$ cat src/rtl/iqf_pkg.sv
// Package for the paired I/Q sample queue.
// Holds the per-cycle decision record that the pointer controller hands to
// the storage lanes and the flag logic.
package iqf_pkg;

    // Result of one cycle's control decision.
    typedef struct packed {
        logic flush;  // clear pointers and fill level at this edge
        logic push;   // store one I/Q pair
        logic pop;    // retire the head pair
    } iqf_step_t;

endpackage

$ cat src/rtl/iqf_ptr_ctrl.sv
// Shared pointer and fill-level controller for the I and Q queues.
// Decides each cycle whether to push, pop or flush, and raises the overflow
// channel-reset pulse. Assumes DEPTH >= 2 and that one write and one read
// strobe drive both lanes.
module iqf_ptr_ctrl
    import iqf_pkg::*;
#(
    parameter int DEPTH = 8,
    parameter int PTR_W = $clog2(DEPTH),
    parameter int CNT_W = $clog2(DEPTH + 1)
) (
    input  logic             clk,
    input  logic             rst_n,
    input  logic             online,
    input  logic             par_mode,
    input  logic             ovf_rst_dis,
    input  logic             wr_en,
    input  logic             rd_en,
    output iqf_step_t        step,
    output logic [PTR_W-1:0] wr_ptr,
    output logic [PTR_W-1:0] rd_ptr,
    output logic [CNT_W-1:0] count,
    output logic [CNT_W-1:0] count_nxt,
    output logic             ovf_rst
);

    localparam logic [CNT_W-1:0] FULL_LVL = CNT_W'(DEPTH);
    localparam logic [PTR_W-1:0] LAST_PTR = PTR_W'(DEPTH - 1);

    logic is_empty;
    logic is_full;
    logic ovf_evt;
    logic ovf_trip;

    // Wrap-around increment for a queue pointer.
    function automatic logic [PTR_W-1:0] ptr_inc(input logic [PTR_W-1:0] p);
        return (p == LAST_PTR) ? '0 : p + 1'b1;
    endfunction

    // Per-cycle decision: pop, push, overflow and flush.
    always_comb begin
        is_empty   = (count == '0);
        is_full    = (count == FULL_LVL);
        step.pop   = online && rd_en && !is_empty;
        step.push  = online && wr_en && (!is_full || step.pop);
        ovf_evt    = online && wr_en && is_full && !step.pop;
        ovf_trip   = ovf_evt && par_mode && !ovf_rst_dis;
        step.flush = !online || ovf_trip;
        if (step.flush) begin
            step.push = 1'b0;
            step.pop  = 1'b0;
        end
    end

    // Fill level that the coming edge will store.
    always_comb begin
        if (step.flush) begin
            count_nxt = '0;
        end else begin
            case ({step.push, step.pop})
                2'b10:   count_nxt = count + 1'b1;
                2'b01:   count_nxt = count - 1'b1;
                default: count_nxt = count;
            endcase
        end
    end

    // Pointer, fill-level and overflow-pulse registers.
    always_ff @(posedge clk) begin
        if (!rst_n) begin
            wr_ptr  <= '0;
            rd_ptr  <= '0;
            count   <= '0;
            ovf_rst <= 1'b0;
        end else begin
            ovf_rst <= ovf_trip;
            count   <= count_nxt;
            if (step.flush) begin
                wr_ptr <= '0;
                rd_ptr <= '0;
            end else begin
                if (step.push) wr_ptr <= ptr_inc(wr_ptr);
                if (step.pop)  rd_ptr <= ptr_inc(rd_ptr);
            end
        end
    end

    assert_count_bound_R2: assert property (@(posedge clk) disable iff (!rst_n)
        count <= FULL_LVL);

    assert_offline_clear_R4: assert property (@(posedge clk) disable iff (!rst_n)
        !online |=> (count == '0) && (rd_ptr == '0) && (wr_ptr == '0));

    assert_ovf_single_R5: assert property (@(posedge clk) disable iff (!rst_n)
        ovf_rst |=> !ovf_rst);

    assert_ovf_masked_R6: assert property (@(posedge clk) disable iff (!rst_n)
        (!par_mode || ovf_rst_dis) |=> !ovf_rst);

    assert_full_rw_R7: assert property (@(posedge clk) disable iff (!rst_n)
        (online && is_full && wr_en && rd_en) |=> (count == FULL_LVL) && !ovf_rst);

endmodule

$ cat src/rtl/iqf_store.sv
// One storage lane (I or Q) of the sample queue.
// Writes at the shared write pointer and shows the entry at the shared read
// pointer without a register stage. Holds no reset: contents are valid only
// where the controller's fill level says so.
module iqf_store #(
    parameter int DATA_W = 16,
    parameter int DEPTH  = 8,
    parameter int PTR_W  = $clog2(DEPTH)
) (
    input  logic              clk,
    input  logic              we,
    input  logic [PTR_W-1:0]  waddr,
    input  logic [DATA_W-1:0] wdata,
    input  logic [PTR_W-1:0]  raddr,
    output logic [DATA_W-1:0] rdata
);

    logic [DATA_W-1:0] mem [DEPTH];

    // Store one sample at the write pointer.
    always_ff @(posedge clk) begin
        if (we) mem[waddr] <= wdata;
    end

    // Present the head sample.
    assign rdata = mem[raddr];

endmodule

$ cat src/rtl/iqf_flags.sv
// Almost-empty flag and data-request gate shared by both lanes.
// The flag is registered from the fill level being stored at the same edge,
// compared against the threshold plus one. Requests need on-line mode and
// transmit-enable high.
module iqf_flags #(
    parameter int CNT_W = 4,
    parameter int THR_W = 3
) (
    input  logic             clk,
    input  logic             rst_n,
    input  logic [CNT_W-1:0] count_nxt,
    input  logic [THR_W-1:0] thresh,
    input  logic             online,
    input  logic             tx_en,
    output logic             almost_empty,
    output logic             data_req
);

    localparam int CMP_W = ((CNT_W > THR_W) ? CNT_W : THR_W) + 1;

    logic [CMP_W-1:0] limit;
    logic [CMP_W-1:0] level;

    // Threshold is coded as level minus one, so widen and add one.
    assign limit = CMP_W'(thresh) + 1'b1;
    assign level = CMP_W'(count_nxt);

    // Registered almost-empty flag.
    always_ff @(posedge clk) begin
        if (!rst_n) almost_empty <= 1'b1;
        else        almost_empty <= (level <= limit);
    end

    // Request more samples when low on data and transmit is enabled.
    assign data_req = online && tx_en && almost_empty;

endmodule

$ cat src/rtl/iq_sample_fifo.sv
// Paired I/Q input sample queue for one transmit channel.
// Two storage lanes share one pointer controller, so I and Q stay aligned.
// Read outputs are forced to zero when off-line or empty. Assumes one
// parallel write port and one read strobe from the filter.
module iq_sample_fifo
    import iqf_pkg::*;
#(
    parameter int DATA_W = 16,
    parameter int DEPTH  = 8,
    parameter int THR_W  = 3
) (
    input  logic              clk,
    input  logic              rst_n,
    input  logic              online,
    input  logic              par_mode,
    input  logic              ovf_rst_dis,
    input  logic              tx_en,
    input  logic [THR_W-1:0]  thresh,
    input  logic              wr_en,
    input  logic [DATA_W-1:0] wr_i,
    input  logic [DATA_W-1:0] wr_q,
    input  logic              rd_en,
    output logic [DATA_W-1:0] rd_i,
    output logic [DATA_W-1:0] rd_q,
    output logic              almost_empty,
    output logic              data_req,
    output logic              ovf_rst
);

    localparam int PTR_W = $clog2(DEPTH);
    localparam int CNT_W = $clog2(DEPTH + 1);
    localparam int LANES = 2;

    iqf_step_t                      step;
    logic [PTR_W-1:0]               wr_ptr;
    logic [PTR_W-1:0]               rd_ptr;
    logic [CNT_W-1:0]               count;
    logic [CNT_W-1:0]               count_nxt;
    logic [LANES-1:0][DATA_W-1:0]   lane_wr;
    logic [LANES-1:0][DATA_W-1:0]   lane_rd;
    logic                           head_ok;

    iqf_ptr_ctrl #(
        .DEPTH (DEPTH),
        .PTR_W (PTR_W),
        .CNT_W (CNT_W)
    ) u_ctrl (
        .clk         (clk),
        .rst_n       (rst_n),
        .online      (online),
        .par_mode    (par_mode),
        .ovf_rst_dis (ovf_rst_dis),
        .wr_en       (wr_en),
        .rd_en       (rd_en),
        .step        (step),
        .wr_ptr      (wr_ptr),
        .rd_ptr      (rd_ptr),
        .count       (count),
        .count_nxt   (count_nxt),
        .ovf_rst     (ovf_rst)
    );

    // Lane 0 carries I, lane 1 carries Q.
    assign lane_wr = {wr_q, wr_i};

    for (genvar g = 0; g < LANES; g++) begin : g_lane
        iqf_store #(
            .DATA_W (DATA_W),
            .DEPTH  (DEPTH),
            .PTR_W  (PTR_W)
        ) u_store (
            .clk   (clk),
            .we    (step.push),
            .waddr (wr_ptr),
            .wdata (lane_wr[g]),
            .raddr (rd_ptr),
            .rdata (lane_rd[g])
        );
    end

    iqf_flags #(
        .CNT_W (CNT_W),
        .THR_W (THR_W)
    ) u_flags (
        .clk          (clk),
        .rst_n        (rst_n),
        .count_nxt    (count_nxt),
        .thresh       (thresh),
        .online       (online),
        .tx_en        (tx_en),
        .almost_empty (almost_empty),
        .data_req     (data_req)
    );

    // Zero the read side when off-line or when nothing is stored.
    assign head_ok = online && (count != '0);
    assign rd_i    = head_ok ? lane_rd[0] : '0;
    assign rd_q    = head_ok ? lane_rd[1] : '0;

    assert_ovf_empty_R5: assert property (@(posedge clk) disable iff (!rst_n)
        ovf_rst |-> almost_empty && (rd_i == '0) && (rd_q == '0));

    assert_req_gate_R8: assert property (@(posedge clk) disable iff (!rst_n)
        (!online || !tx_en) |-> !data_req);

endmodule

$ cat config.mk
export PLATFORM = sky130hd
export DESIGN_NAME = iq_sample_fifo
export DESIGN_NICKNAME = d
export VERILOG_FILES = /design/src/rtl/iqf_pkg.sv /design/src/rtl/iqf_ptr_ctrl.sv /design/src/rtl/iqf_store.sv /design/src/rtl/iqf_flags.sv /design/src/rtl/iq_sample_fifo.sv
export SDC_FILE = /design/constraint.sdc
export NUM_CORES = 1
export LEC_CHECK = 0
export ABC_AREA = 0
export CORE_MARGIN = 4
export CORE_UTILIZATION = 58
export CTS_CLUSTER_SIZE = 14
export DETAILED_ROUTE_END_ITERATION = 10
export GPL_TIMING_DRIVEN = 0
export HOLD_SLACK_MARGIN = 0.12
export PLACE_DENSITY = 0.8
export RECOVER_POWER = 50
export SYNTH_ARGS = -nofsm -noshare
export SYNTH_HDL_FRONTEND = slang
export SYNTH_SLANG_ARGS = --single-unit
export TNS_END_PERCENT = 10
$ cat constraint.sdc
create_clock -name clk -period 7.65 [get_ports clk]
set_input_delay 2.295 -clock clk [delete_from_list [all_inputs] [get_ports clk]]
set_output_delay 2.295 -clock clk [all_outputs]
set_load 0.1 [all_outputs]
; Word level (Yosys, flattened, before mapping)
; Memories as Yosys holds them, arrays and structs flattened. A register that Yosys moved wholly into a read port is not among the register bits.
; Cells that the tools add are included.
[totals]
reg_bits = 12
latchBits = 0
mem_bits_rw = 256
romBits = 0
input_bits = 43
out_inout_bits = 35
memories = 2
[op_classes]
addsub = 5
multipliers = 0
div_mod_pow = 0
magnitude_cmp = 1
n_eq_ne = 5
shifts = 0
muxes = 13
n_bitwise = 1
n_reduce_logical = 21
[memory_table]
columns = memory, words, width, rd, rd_clocked_by_memory_dff, wr, line_no
row1 = g_lane[0].u_store.mem, 8, 16, 1, 1, 1, iqf_store.sv:18  ; logic [DATA_W-1:0] mem [DEPTH];
row2 = g_lane[1].u_store.mem, 8, 16, 1, 1, 1, iqf_store.sv:18
[ops]
columns = operator, n
row1 = two-way mux 16 bit, 2
row2 = two-way mux 3 bit, 6
row3 = logical AND 1 bit, 11
row4 = one-hot mux 4 bit (2 select lines), 1
row5 = adder 3 x 1 -> 3 bit (second input constant), 2
row6 = equality test 3 bit (second input constant), 2
row7 = <= comparator 4 x 5 -> 1 bit, 1
row8 = zero test 1 bit, 5
row9 = adder 3 x 1 -> 4 bit (second input constant), 1
row10 = adder 4 x 1 -> 4 bit (second input constant), 1
row11 = equality test 4 bit (second input constant), 1
row12 = zero test 4 bit, 1
row13 = two-way mux 4 bit, 1
row14 = nonzero test 4 bit, 1
row15 = subtractor 4 x 1 -> 4 bit (second input constant), 1
row16 = equality test 2 x 1 -> 1 bit (second input constant), 1
row17 = equality test 2 bit (second input constant), 1
row18 = logical OR 1 bit, 2
row19 = two-way mux 1 bit, 2
row20 = two-way mux 2 bit, 1
row21 = OR reduction 2 bit, 1
row22 = inverter 1 bit, 1

; Depth between registers and ports, before layout
; Gate-level depths: netlist (run 1).
[depth]
ltp_word = 13
depth_mapped = 16
depth_no_buf = 14

; Hierarchy
; A second synthesis (run 1) with hierarchy kept.
[hier_totals]
hier_cells = 525
hier_area_um2 = 11008.1
[modules_own_cells]
columns = mod, n_inst, cells_each, area_per_inst_um2, seq_area_each_um2
row1 = iqf_store, 2, 198, 4973.5, 3843.7
row2 = iqf_ptr_ctrl, 1, 72, 651.9, 220.2
row3 = iq_sample_fifo, 1, 39, 259.0, 0.0
row4 = iqf_flags, 1, 18, 150.1, 20.0

; Least setup slack after synthesis (run 1)
; No wires, ideal clock.
[synth_path]
kind = input-to-reg
startpoint = input port online
endpoint = memory g_lane[0].u_store.mem[4][0] (enable)
setup_ns = 0.513
arrival_time_ns = 6.201
t_required_ns = 7.137
setup_slack_ns = 0.935
path_stages = 5
cell_sequence = buf_4 > nand2_1 > a31o_1 > buf_6 > nor4b_1
[synth_between]
elab_chain_len = 10
word_cells_on_any_way = 15
classes_between = 3 x mux / 12 x reduce/logical
[synth_lines]
columns = item, line_no
row1 = from (decl), iq_sample_fifo.sv:14  ; input logic online,
row2 = logical AND 1 bit (2 in series), iqf_ptr_ctrl.sv:44  ; step.pop = online && rd_en && !is_empty;
row3 = zero test 1 bit, iqf_ptr_ctrl.sv:46  ; ovf_evt = online && wr_en && is_full && !step.pop;
row4 = logical AND 1 bit, iqf_ptr_ctrl.sv:46
row5 = logical AND 1 bit (2 in series), iqf_ptr_ctrl.sv:47  ; ovf_trip = ovf_evt && par_mode && !ovf_rst_dis;
row6 = logical OR 1 bit, iqf_ptr_ctrl.sv:48  ; step.flush = !online || ovf_trip;
row7 = two-way mux 2 bit *, iqf_ptr_ctrl.sv:49  ; if (step.flush) begin
row8 = two-way mux 1 bit *, iqf_store.sv:22  ; if (we) mem[waddr] <= wdata;
row9 = two-way mux 1 bit (not written as such) *, iqf_store.sv:22
row10 = to (decl), iqf_store.sv:18
; Every way passes the cells marked *; elsewhere a longest branch is shown, timed or not.

; Final worst setup path (run 1)
[layout_path]
startpoint = input port online
endpoint = output port rd_i[7]
[layout_between]
elab_chain_len = 2
[layout_lines]
columns = item, line_no
row1 = logical AND 1 bit, iq_sample_fifo.sv:96  ; assign head_ok = online && (count != '0);
row2 = two-way mux 16 bit, iq_sample_fifo.sv:97  ; assign rd_i = head_ok ? lane_rd[0] : '0;
row3 = to (decl), iq_sample_fifo.sv:23  ; output logic [DATA_W-1:0] rd_i,
; No other way between the ends.

==> metrics.yaml, run 1 <==
max_stage_delay_ps: 1180
vdd_ir_drop_max_uv: 211.3
syn-mean-instance-area_um2: 20.59
synth_simple_gate_area_share_pct: 3.530
maxCapViolations: 0
cts_hold_buf: 0
ios: 78
grt_overflow: 0
synthXorXnorAreaFrac_pct: 0.3284
first_iter_violations: 470
min_path_type: "reg -> reg"
cpMaxStageDelayCell: "clkdlybuf4s50_1"
vias: 5457
clkLatencyLatePin_ps: 530
finalNetCount: 708
synth_top_family_by_area: "multiplexers"
synth-main-ff-cell: "edfxtp_1"
gp_congestion: 0.8033
fin_skew_ps: 10.27
pre_cts_slack_ps: 514.9
ys_seq_area_share_pct: 74.88
status: "finished, final reports clean"
worst_ep_arrival_time_ps: 5010
ys_warn_count: 0
synth_top_area_share_pct: 72.06
whs_ps: 514.8
total_power_mw: 3.077
setup_violations: 0
dp_hpwl_mm: 14.54
worstReg2RegEnd: "u_flags.almost_empty"
relSlewSlack_pct: 13.75
holdPathStages: 2
drive_above_1_share_pct: 22.77
synthMuxAreaShare_pct: 16.98
min_period_over_period_pct: 95.53
clk_pin_slew_worst_paths_ps: 70
die_area_um2: 20630
r2r_cells: 16
die_w_um: 143.6
r2r_slack_ps: 3590
drt_first_pass_iters: 5
synth_fa_ha_area_share_pct: 1.407
postCtsSetupBuffers: 0
rsz0062_at_grt: "no"
hold_viol: 0
coreArea_um2: 18020
powerDensity_nw_per_um2: 237.6
synth_seq_cells: 271
ctsResizeCount: 0
htreeDepth: 1
synth_common_cells: "256 x edfxtp_1, 64 x mux4_2, 38 x nor2_1"
start_kind: "input pin"
synth-async-reset-ratio_pct: 0
synthTopCellsByArea: "edfxtp_1 72%, mux4_2 14%, mux2i_1 3.5%, dfxtp_1 2.8%, ha_1 1.4%"
netlist_area_um2: 10670
min-delay-start: "u_ctrl.rd_ptr[0]"
synth-compound-area-share_pct: 1.138
start_util_pct: 59.18
port_buffers: 77
tns_ps: 0
setup_slack_ps: 341.8
die_height_um: 143.6
r2r_start: "u_ctrl.count[2]"
ant_nets: 0
power_leakage_nw: 4.124
tightest_slew_ps: 1277
grt_pass1_vias: 5755
drv_slew: 0
path_max_fanout: 10
track_usage_pct: 22.14
ys_types: 42
via_per_inst: 6.037
cts_tree: "yes"
min_to: "u_ctrl.rd_ptr[0]"
synth_edf_count: 256
synth_top_area_cell: "edfxtp_1"
root_buffer: "clkbuf_16"
drc: 0
crit_family: "buffers and inverters"
cp.required_ps: 5360
clk_path_buf_depth: 3
finalCriticalPeriod_ps: 7308
postSynthCellCount: 518
worstPathCellList: "dlygate4sd3_1 > buf_4 > o41ai_1 > clkbuf_1 > nor2_1 > clkdlybuf4s50_1"
max_freq_mhz: 136.8
cp-end-kind: "output port"
grt_max_degree: 26
syn2layout_area_growth_pct: 21.42
wl_per_cell_um: 24.30
synth_most_common_cell: "edfxtp_1"
wl_mm: 21.97
cts_buffers: 26
path_class: "in -> out"
antenna_found_initial: 2
synth_nets: 573
grt_pass1_wl_mm: 33.91
rows: 49
cts.sinks: 271
cp_num_buf_inv: 4
## through the flow
stage                     cell area, um^2  cells  utilization, %
after floorplan                     10670    518               -
after global placement              11730    824           65.05
after detailed placement            12090    854           67.08
after CTS                           12990    901           72.05
after global routing                12950    903           71.85
final                               12950    904           71.86
## layout make-up
type                    count  area [um^2]
clock buffers              34        732.0
well taps                 229        286.5
flip-flops and latches    271         7988
fillers                  1046         5072
inverters                   6        22.52
diodes                      3        7.507
clock inverters            13        163.9
repair buffers            107         1076
multi-input cells         213         2529
plain buffers              28        147.6
## routing by layer
metal / wire, um / vias to the layer above / global-route usage [%]
met1: 8345 / 2814 / 28.91
li1: - / 2387 / -
met4: 583 / 0 / 7.086
met5: 0 / - / 0
met3: 1287 / 47 / 3.661
met2: 11750 / 209 / 38.62
## power by group
part	total [mW]	switching, mW	leakage, nW	internal, mW
logic	0.119	0.0745	1.26	0.0445
clock network	1.32	0.517	0.432	0.805
registers	1.64	0.00358	2.43	1.63
total	3.08	0.595	4.12	2.48
## how the worst max path moves through the flow
stage	cells after the start	to	slack, ps	start
3_5_place_dp	6	rd_i[1]	510	online
4_1_cts	6	rd_i[7]	470	online
3_3_place_gp	6	g_lane[0].u_store.mem[2][14]	-2880	online
6_report	6	rd_i[7]	340	online
5_1_grt	6	rd_i[7]	230	online
2_1_floorplan	5	g_lane[0].u_store.mem[4][0]	940	online
## placed cells by master, fill, tap and decap left out, types with 3 or more instances in the layout
| master | instances |
|---|---|
| edfxtp_1 | 256 |
| mux4_2 | 64 |
| clkdlybuf4s50_1 | 43 |
| mux2i_1 | 37 |
| nor2_1 | 37 |
| dlygate4sd3_1 | 34 |
| clkbuf_16 | 27 |
| buf_4 | 19 |
| clkbuf_1 | 16 |
| dfxtp_1 | 15 |
| buf_6 | 13 |
| nand2_1 | 13 |
| ha_1 | 12 |
| buf_1 | 5 |
| nand3_1 | 5 |
| clkinv_1 | 5 |
| inv_1 | 4 |
| buf_2 | 4 |
| bufinv_16 | 4 |
| buf_8 | 4 |
| diode_2 | 3 |
| a21oi_1 | 3 |
| nand3b_1 | 3 |
| clkbuf_8 | 3 |
## worst min-delay path, delay by kind of cell, from the launching register on
family | cells | cell delay (ps)
compound gates | 1 | 70
flops | 1 | 330
simple gates | 1 | 60
## state kept, by name, indices dropped and copies added (netlist names), named ones only
register	cells
g_lane.u_store.mem	256
u_ctrl.count	4
u_ctrl.rd_ptr	3
u_ctrl.wr_ptr	3
u_ctrl.ovf_rst	1
u_flags.almost_empty	1
## kinds of logic (layout without fill, tap and decap cells)
| logic type | count (synthesis) | after routing |
|---|---|---|
| xor+xnor | 4 | 4 |
| fa+ha+maj | 12 | 12 |
| compound gates | 17 | 17 |
| other cells | 0 | 3 |
| flops | 271 | 271 |
| simple gates | 79 | 79 |
| mux | 101 | 101 |
| buf+inv | 34 | 188 |
(Power assumes the default switching activity.)
==> run 2, diff against run 1 <==
Settings changed: SYNTH_HIERARCHICAL set to 1.
==> run 2 against run 1 <==
Non-clock buffer count shrank 18. Power grew 0.42%. Clock skew shrank 3.6 ps. Highest routed layer unchanged.
==> metrics.yaml, run 2 <==
rsz0062_at_grt: "no"  # unchanged
gp_congestion: 0.7874  # was 0.8033
cts_tree: "yes"  # unchanged
finish.utilization_pct: 70.79  # was 71.86%
path_depth: 4  # was 6
synth-compound-area-share_pct: 0.9207  # was 1.138%
synth-main-ff-cell: "edfxtp_1"  # unchanged
die_w_um: 145.8  # was 143.6 um
die_height_um: 145.8  # was 143.6 um
cp-end-kind: "output port"  # unchanged
power_leakage_nw: 4.463  # was 4.124 nW
top_regs: "g_lane.u_store/mem x256, u_ctrl/count x4"  # was g_lane.u_store.mem x256, u_ctrl.count x4
met2_wirelength_mm: 11.72  # was 11.75 mm
grt_max_degree: 15  # was 26
worst_ep_arrival_time_ps: 5160  # was 5010 ps
postCtsSetupBuffers: 0  # unchanged
fin_skew_ps: 6.620  # was 10.27 ps
min_period_over_period_pct: 97.40  # was 95.53%
cp_num_buf_inv: 3  # was 4
synthMuxAreaShare_pct: 18.64  # was 16.98%
r2r_cells: 12  # was 16
start_kind: "input pin"  # unchanged
tightest_slew_ps: 993.0  # was 1277 ps
ys_types: 38  # was 42
synth_simple_gate_area_share_pct: 4.876  # was 3.530%
switchingPower_uw: 611.6  # was 595.0 uW
synth_top_area_cell: "edfxtp_1"  # unchanged
p_int_mw: 2.478  # was 2.482 mW
ys_warn_count: 6  # was 0
path_class: "in -> out"  # unchanged
largest_reg_flops: 256  # unchanged
status: "finished, final reports clean"  # unchanged
endpoint: "rd_q[0]"  # was rd_i[7]
synth_common_cells: "256 x edfxtp_1, 56 x mux4_1, 32 x mux2_2"  # was 256 x edfxtp_1, 64 x mux4_2, 38 x nor2_1
finalNetCount: 703  # was 708
synth_nets: 581  # was 573
syn2layout_area_growth_pct: 20.29  # was 21.42%
synth_fa_ha_area_share_pct: 1.546  # was 1.407%
wl_per_cell_um: 25.59  # was 24.30 um
synth_top_area_share_pct: 69.83  # was 72.06%
grt_overflow: 0  # unchanged
clkPwrFrac_pct: 43.3  # was 43.0%
ios: 78  # unchanged
startpoint: "online"  # unchanged
cts_hold_buf: 0  # unchanged
cts.sinks: 268  # was 271
layout_common_cells: "256 x edfxtp_1, 56 x mux4_1, 44 x clkdlybuf4s50_1, 33 x dlygate4sd3_1, 32 x mux2_2"  # was 256 x edfxtp_1, 64 x mux4_2, 43 x clkdlybuf4s50_1, 37 x mux2i_1, 37 x nor2_1
track_usage_pct: 21.60  # was 22.14%
max_stage_delay_ps: 1150  # was 1180 ps
min_path_type: "reg -> reg"  # unchanged
worstPathCellList: "dlygate4sd3_1 > clkbuf_1 > and3_1 > clkdlybuf4s50_1"  # was dlygate4sd3_1 > buf_4 > o41ai_1 > clkbuf_1 > nor2_1 > clkdlybuf4s50_1
dp_hpwl_mm: 14.85  # was 14.54 mm
ctsResizeCount: 0  # unchanged
grt_pass1_wl_mm: 35.31  # was 33.91 mm
clk_pin_slew_worst_paths_ps: 70  # about the same
die_area_um2: 21250  # was 20630 um^2
grt_pass1_vias: 5922  # was 5755
netlist_area_um2: 11010  # was 10670 um^2
htreeDepth: 1  # unchanged
synthXorXnorAreaFrac_pct: 0.2387  # was 0.3284%
antenna_found_initial: 0  # was 2
vias: 5639  # was 5457
start_util_pct: 58.85  # was 59.18%
postSynthCellCount: 525  # was 518
tns_ps: 0  # unchanged
wl_met3_mm: 1.462  # was 1.287 mm
dp.cells: 852  # was 854
instances_no_fill: 901  # was 904
maxCapViolations: 0  # unchanged
coreArea_um2: 18710  # was 18020 um^2
drc: 0  # unchanged
drive_above_1_share_pct: 19.49  # was 22.77%
syn-mean-instance-area_um2: 20.97  # was 20.59 um^2
seq_area_um2: 7928  # was 7988 um^2
highest-signal-layer: "met4"  # unchanged
synth_top_family_by_area: "multiplexers"  # unchanged
setup_violations: 0  # unchanged
cts_buffers: 27  # was 26
synthTopCellsByArea: "edfxtp_1 70%, mux4_1 13%, mux2_2 3.3%, dfxtp_1 2.2%, and3_1 1.8%"  # was edfxtp_1 72%, mux4_2 14%, mux2i_1 3.5%, dfxtp_1 2.8%, ha_1 1.4%
cpMaxStageDelayCell: "clkdlybuf4s50_1"  # unchanged
worstReg2RegEnd: "u_flags/almost_empty"  # was u_flags.almost_empty
r2r_start: "u_ctrl/count[0]"  # was u_ctrl.count[2]
pwr-share-seq_pct: 52.5  # was 53.2%
pwr-share-comb_pct: 4.2  # was 3.9%
rows: 50  # was 49
cp.required_ps: 5360  # about the same
via_per_inst: 6.259  # was 6.037
hold_viol: 0  # unchanged
r2r_slack_ps: 4320  # was 3590 ps
ant_nets: 0  # unchanged
finalCriticalPeriod_ps: 7451  # was 7308 ps
wl_mm: 23.06  # was 21.97 mm
vdd_ir_drop_max_uv: 240.6  # was 211.3 uV
wl_met1_mm: 9.356  # was 8.345 mm
crit_family: "buffers and inverters"  # unchanged
synth-async-reset-ratio_pct: 0  # unchanged
swShare_pct: 19.79  # was 19.34%
synth_edf_count: 256  # unchanged
first_iter_violations: 494  # was 470
mostFrequentLayoutCell: "edfxtp_1"  # unchanged
drv_slew: 0  # unchanged
multi_input_area_um2: 2922  # was 2529 um^2
synth_most_common_cell: "edfxtp_1"  # unchanged
max_flop_register: "g_lane.u_store/mem"  # was g_lane.u_store.mem
max_freq_mhz: 134.2  # was 136.8 MHz
port_buffers: 77  # unchanged
synth_seq_cells: 268  # was 271
ys_seq_area_share_pct: 72.02  # was 74.88%
powerDensity_nw_per_um2: 233.4  # was 237.6 nW/um^2
clk_path_buf_depth: 3  # unchanged
antenna_cells: 0  # was 3
clkLatencyLatePin_ps: 520  # was 530 ps
drt_first_pass_iters: 7  # was 5
fillCellCount: 1074  # was 1046
path_max_fanout: 12  # was 10
root_buffer: "clkbuf_16"  # unchanged
relSlewSlack_pct: 33.59  # was 13.75%
==> run 2: cell type report <==
class                      instances  area share [%]
buffer                            24           1.323
clock buffer                      29           5.159
clock inverter                    20           1.710
inverter                           5          0.1417
multi-input combinational        228           22.06
sequential                       268           59.87
tap                              234           2.211
timing repair buffer              93           7.522
==> run 2: worst min-delay path by stage <==
stage	to	cells past startpoint	slack (ps)	startpoint
after floorplan	u_ctrl/wr_ptr[2]	2	490	u_ctrl/wr_ptr[2]
after global placement	u_ctrl/wr_ptr[2]	2	520	u_ctrl/wr_ptr[2]
after detailed placement	u_ctrl/wr_ptr[2]	2	540	u_ctrl/wr_ptr[2]
after CTS	u_ctrl/wr_ptr[2]	2	550	u_ctrl/wr_ptr[2]
after global routing	u_ctrl/wr_ptr[2]	2	570	u_ctrl/wr_ptr[2]
final	u_ctrl/wr_ptr[2]	2	560	u_ctrl/wr_ptr[2]
==> run 2: cells by family after synthesis <==
group,count (synthesis)
flip-flops,268
AO/OA/AOI/OAI,15
adder cells (fa/ha/maj),13
XOR/XNOR,3
buffers and inverters,29
AND/OR/NAND/NOR,97
multiplexers,100
==> run 2: per-stage QoR <==
step / hold slack, ps / power [mW] / worst slack (ps) / instance area (um^2)
floorplan: 493.0 / 1.720 / 2072 / 11010
global placement: 518.0 / 1.775 / 282.5 / 12070
detailed placement: 544.3 / 1.785 / 297.9 / 12350
CTS: 551.4 / 3.116 / 294.8 / 13260
global route: 569.4 / 3.194 / 111.4 / 13240
finish: 562.2 / 3.090 / 199.1 / 13240
==> run 2: worst reg2reg max path, cell delays in order (launching register included) <==
cell,delay (ps)
dfxtp_1,470
nor3_1,130
a21oi_1,420
ha_1,340
ha_1,320
a21oi_1,240
a211oi_1,160
or4_1,490
nand2_1,90
ha_1,260
nand4_1,100
nand2_1,60
a21o_1,150
==> run 2: power groups by stage <==
stage,Combinational (mW),Sequential [mW],Clock (mW)
6_report,0.130,1.62,1.34
5_1_grt,0.138,1.62,1.44
4_1_cts,0.134,1.62,1.36
3_5_place_dp,0.133,1.65,0
3_3_place_gp,0.123,1.65,0
2_1_floorplan,0.0671,1.65,0
==> run 2: routing by layer <==
metal,global-route usage [%],vias to the layer above
met5,0,-
met4,5.461,0
met3,3.301,40
met2,37.01,245
met1,29.58,2903
li1,-,2451
==> run 3, diff against run 2 <==
Settings changed: CORE_MARGIN 4 to 3.
==> run 3 against run 2 <==
Flip-flop and latch count did not move. Utilization rose by 1.9 points. Power rose by 1.0%. Largest cell class unchanged. Highest routed layer is now met5.
==> metrics.yaml, run 3 (synthesis gave the netlist of run 2 again) <==
status: "finished, final reports clean"  # unchanged
rows: 49  # was 50
dp_hpwl_mm: 14.96  # was 14.85 mm
min_path_type: "reg -> reg"  # unchanged
vdd_ir_drop_max_uv: 238.5  # was 240.6 uV
cts_hold_buf: 0  # unchanged
mostFrequentLayoutCell: "edfxtp_1"  # unchanged
port_buffers: 77  # unchanged
relSlewSlack_pct: 32.91  # was 33.59%
coreArea_um2: 18330  # was 18710 um^2
max_freq_mhz: 135.7  # was 134.2 MHz
finalCriticalPeriod_ps: 7372  # was 7451 ps
cts_buffers: 27  # unchanged
vias: 5665  # was 5639
grt_pass1_vias: 5968  # was 5922
total_power_mw: 3.122  # was 3.090 mW
min_period_over_period_pct: 96.36  # was 97.40%
max_flop_register: "g_lane.u_store/mem"  # unchanged
instances_no_fill: 897  # was 901
hold_viol: 0  # unchanged
drt_first_pass_iters: 6  # was 7
root_buffer: "clkbuf_16"  # unchanged
die_area_um2: 20670  # was 21250 um^2
start_util_pct: 60.05  # was 58.85%
fin_skew_ps: 18.51  # was 6.620 ps
antenna_cells: 0  # unchanged
grt_pass1_wl_mm: 36.30  # was 35.31 mm
postCtsSetupBuffers: 0  # unchanged
path_class: "in -> out"  # unchanged
powerDensity_nw_per_um2: 234.2  # was 233.4 nW/um^2
path_max_fanout: 12  # unchanged
layout_common_cells: "256 x edfxtp_1, 56 x mux4_1, 44 x clkdlybuf4s50_1, 33 x dlygate4sd3_1, 32 x mux2_2"  # unchanged
first_iter_violations: 542  # was 494
maxCapViolations: 0  # unchanged
setup_violations: 0  # unchanged
place_area_um2: 12410  # was 12350 um^2
track_usage_pct: 23.85  # was 21.60%
wl_mm: 24.03  # was 23.06 mm
grt_overflow: 0  # unchanged
grt_max_degree: 15  # unchanged
htreeDepth: 1  # unchanged
tns_ps: 0  # unchanged
tightest_slew_ps: 1003  # was 993.0 ps
ctsResizeCount: 0  # unchanged
cts_tree: "yes"  # unchanged
die_w_um: 143.8  # was 145.8 um
via_per_inst: 6.315  # was 6.259
top_regs: "g_lane.u_store/mem x256, u_ctrl/count x4"  # unchanged
worst_ep_arrival_time_ps: 5080  # was 5160 ps
dp.cells: 848  # was 852
finish.utilization_pct: 72.73  # was 70.79%
die_height_um: 143.8  # was 145.8 um
gp_congestion: 0.7512  # was 0.7874
clkLatencyLatePin_ps: 530  # was 520 ps
ant_nets: 0  # unchanged
finalNetCount: 704  # was 703
wl_per_cell_um: 26.79  # was 25.59 um
fillCellCount: 1016  # was 1074
drv_slew: 0  # unchanged
largest_reg_flops: 256  # unchanged
cp.required_ps: 5360  # about the same
drive_above_1_share_pct: 19.16  # was 19.49%
clk_pin_slew_worst_paths_ps: 60  # was 70 ps
rsz0062_at_grt: "no"  # unchanged
ios: 78  # unchanged
antenna_found_initial: 1  # was 0
power_leakage_nw: 4.506  # was 4.463 nW
cp-end-kind: "output port"  # unchanged
cts.sinks: 268  # unchanged
start_kind: "input pin"  # unchanged
drc: 0  # unchanged
syn2layout_area_growth_pct: 21.11  # was 20.29%
postLayoutCellArea_um2: 13330  # was 13240 um^2
clk_path_buf_depth: 3  # unchanged
[run 3: cell types whose count changed in the layout (fill, tap and decap cells not counted)]
cell,change
buf_16,+5
clkinvlp_4,-2
nor2_1,+1
nor2_2,-1
buf_8,-5
clkinv_2,-1
bufinv_16,+1
clkinv_8,+1
buf_6,+1
clkinv_4,-1
clkinv_1,+2
[run 3: layer usage]
| layer | part of all wire (%) | vias to the layer above | track usage (%) |
|---|---|---|---|
| met5 | 0.033 | - | 0 |
| met4 | 2.6 | 2 | 6.244 |
| met3 | 5.5 | 48 | 3.195 |
| met2 | 53 | 211 | 42.95 |
| met1 | 39 | 2948 | 30.96 |
| li1 | - | 2456 | - |
[run 3: layout make-up]
type                       count  area [um^2]  area share [%]
sequential                   268         7928           59.47
multi-input combinational    228         2919           21.90
timing repair buffer          94         1070           8.024
clock buffer                  29        683.2           5.124
tap                          229        286.5           2.149
clock inverter                20        251.5           1.886
buffer                        24        175.2           1.314
inverter                       5        18.77          0.1408
[run 3: power breakdown]
| part | total [mW] | internal (mW) | switching [mW] |
|---|---|---|---|
| registers | 1.62 | 1.62 | 0.00408 |
| logic | 0.130 | 0.0494 | 0.0810 |
| clock network | 1.37 | 0.846 | 0.525 |
| total | 3.12 | 2.51 | 0.610 |
[run 3: critical path: stages]
cell and delay [ps]:
dlygate4sd3_1 870, clkbuf_1 470, and3_1 280, clkdlybuf4s50_1 1150
[run 3: metrics by stage]
stage,hold WS (ps),setup slack [ps]
5_1_grt,582.1,212.0
4_1_cts,543.5,332.7
3_3_place_gp,511.9,363.4
3_5_place_dp,537.8,371.8
6_report,558.8,278.4
2_1_floorplan,493.0,2072
[run 3: final timing paths]
check | startpoint | to | slack (ps) | cells after the start
worst max register to register | u_ctrl/count[0] | u_flags/almost_empty | 4310 | 12
worst min register to register | u_ctrl/wr_ptr[2] | u_ctrl/wr_ptr[2] | 560 | 2
worst max-delay path | online | rd_i[8] | 280 | 4
worst min-delay path | u_ctrl/wr_ptr[2] | u_ctrl/wr_ptr[2] | 560 | 2
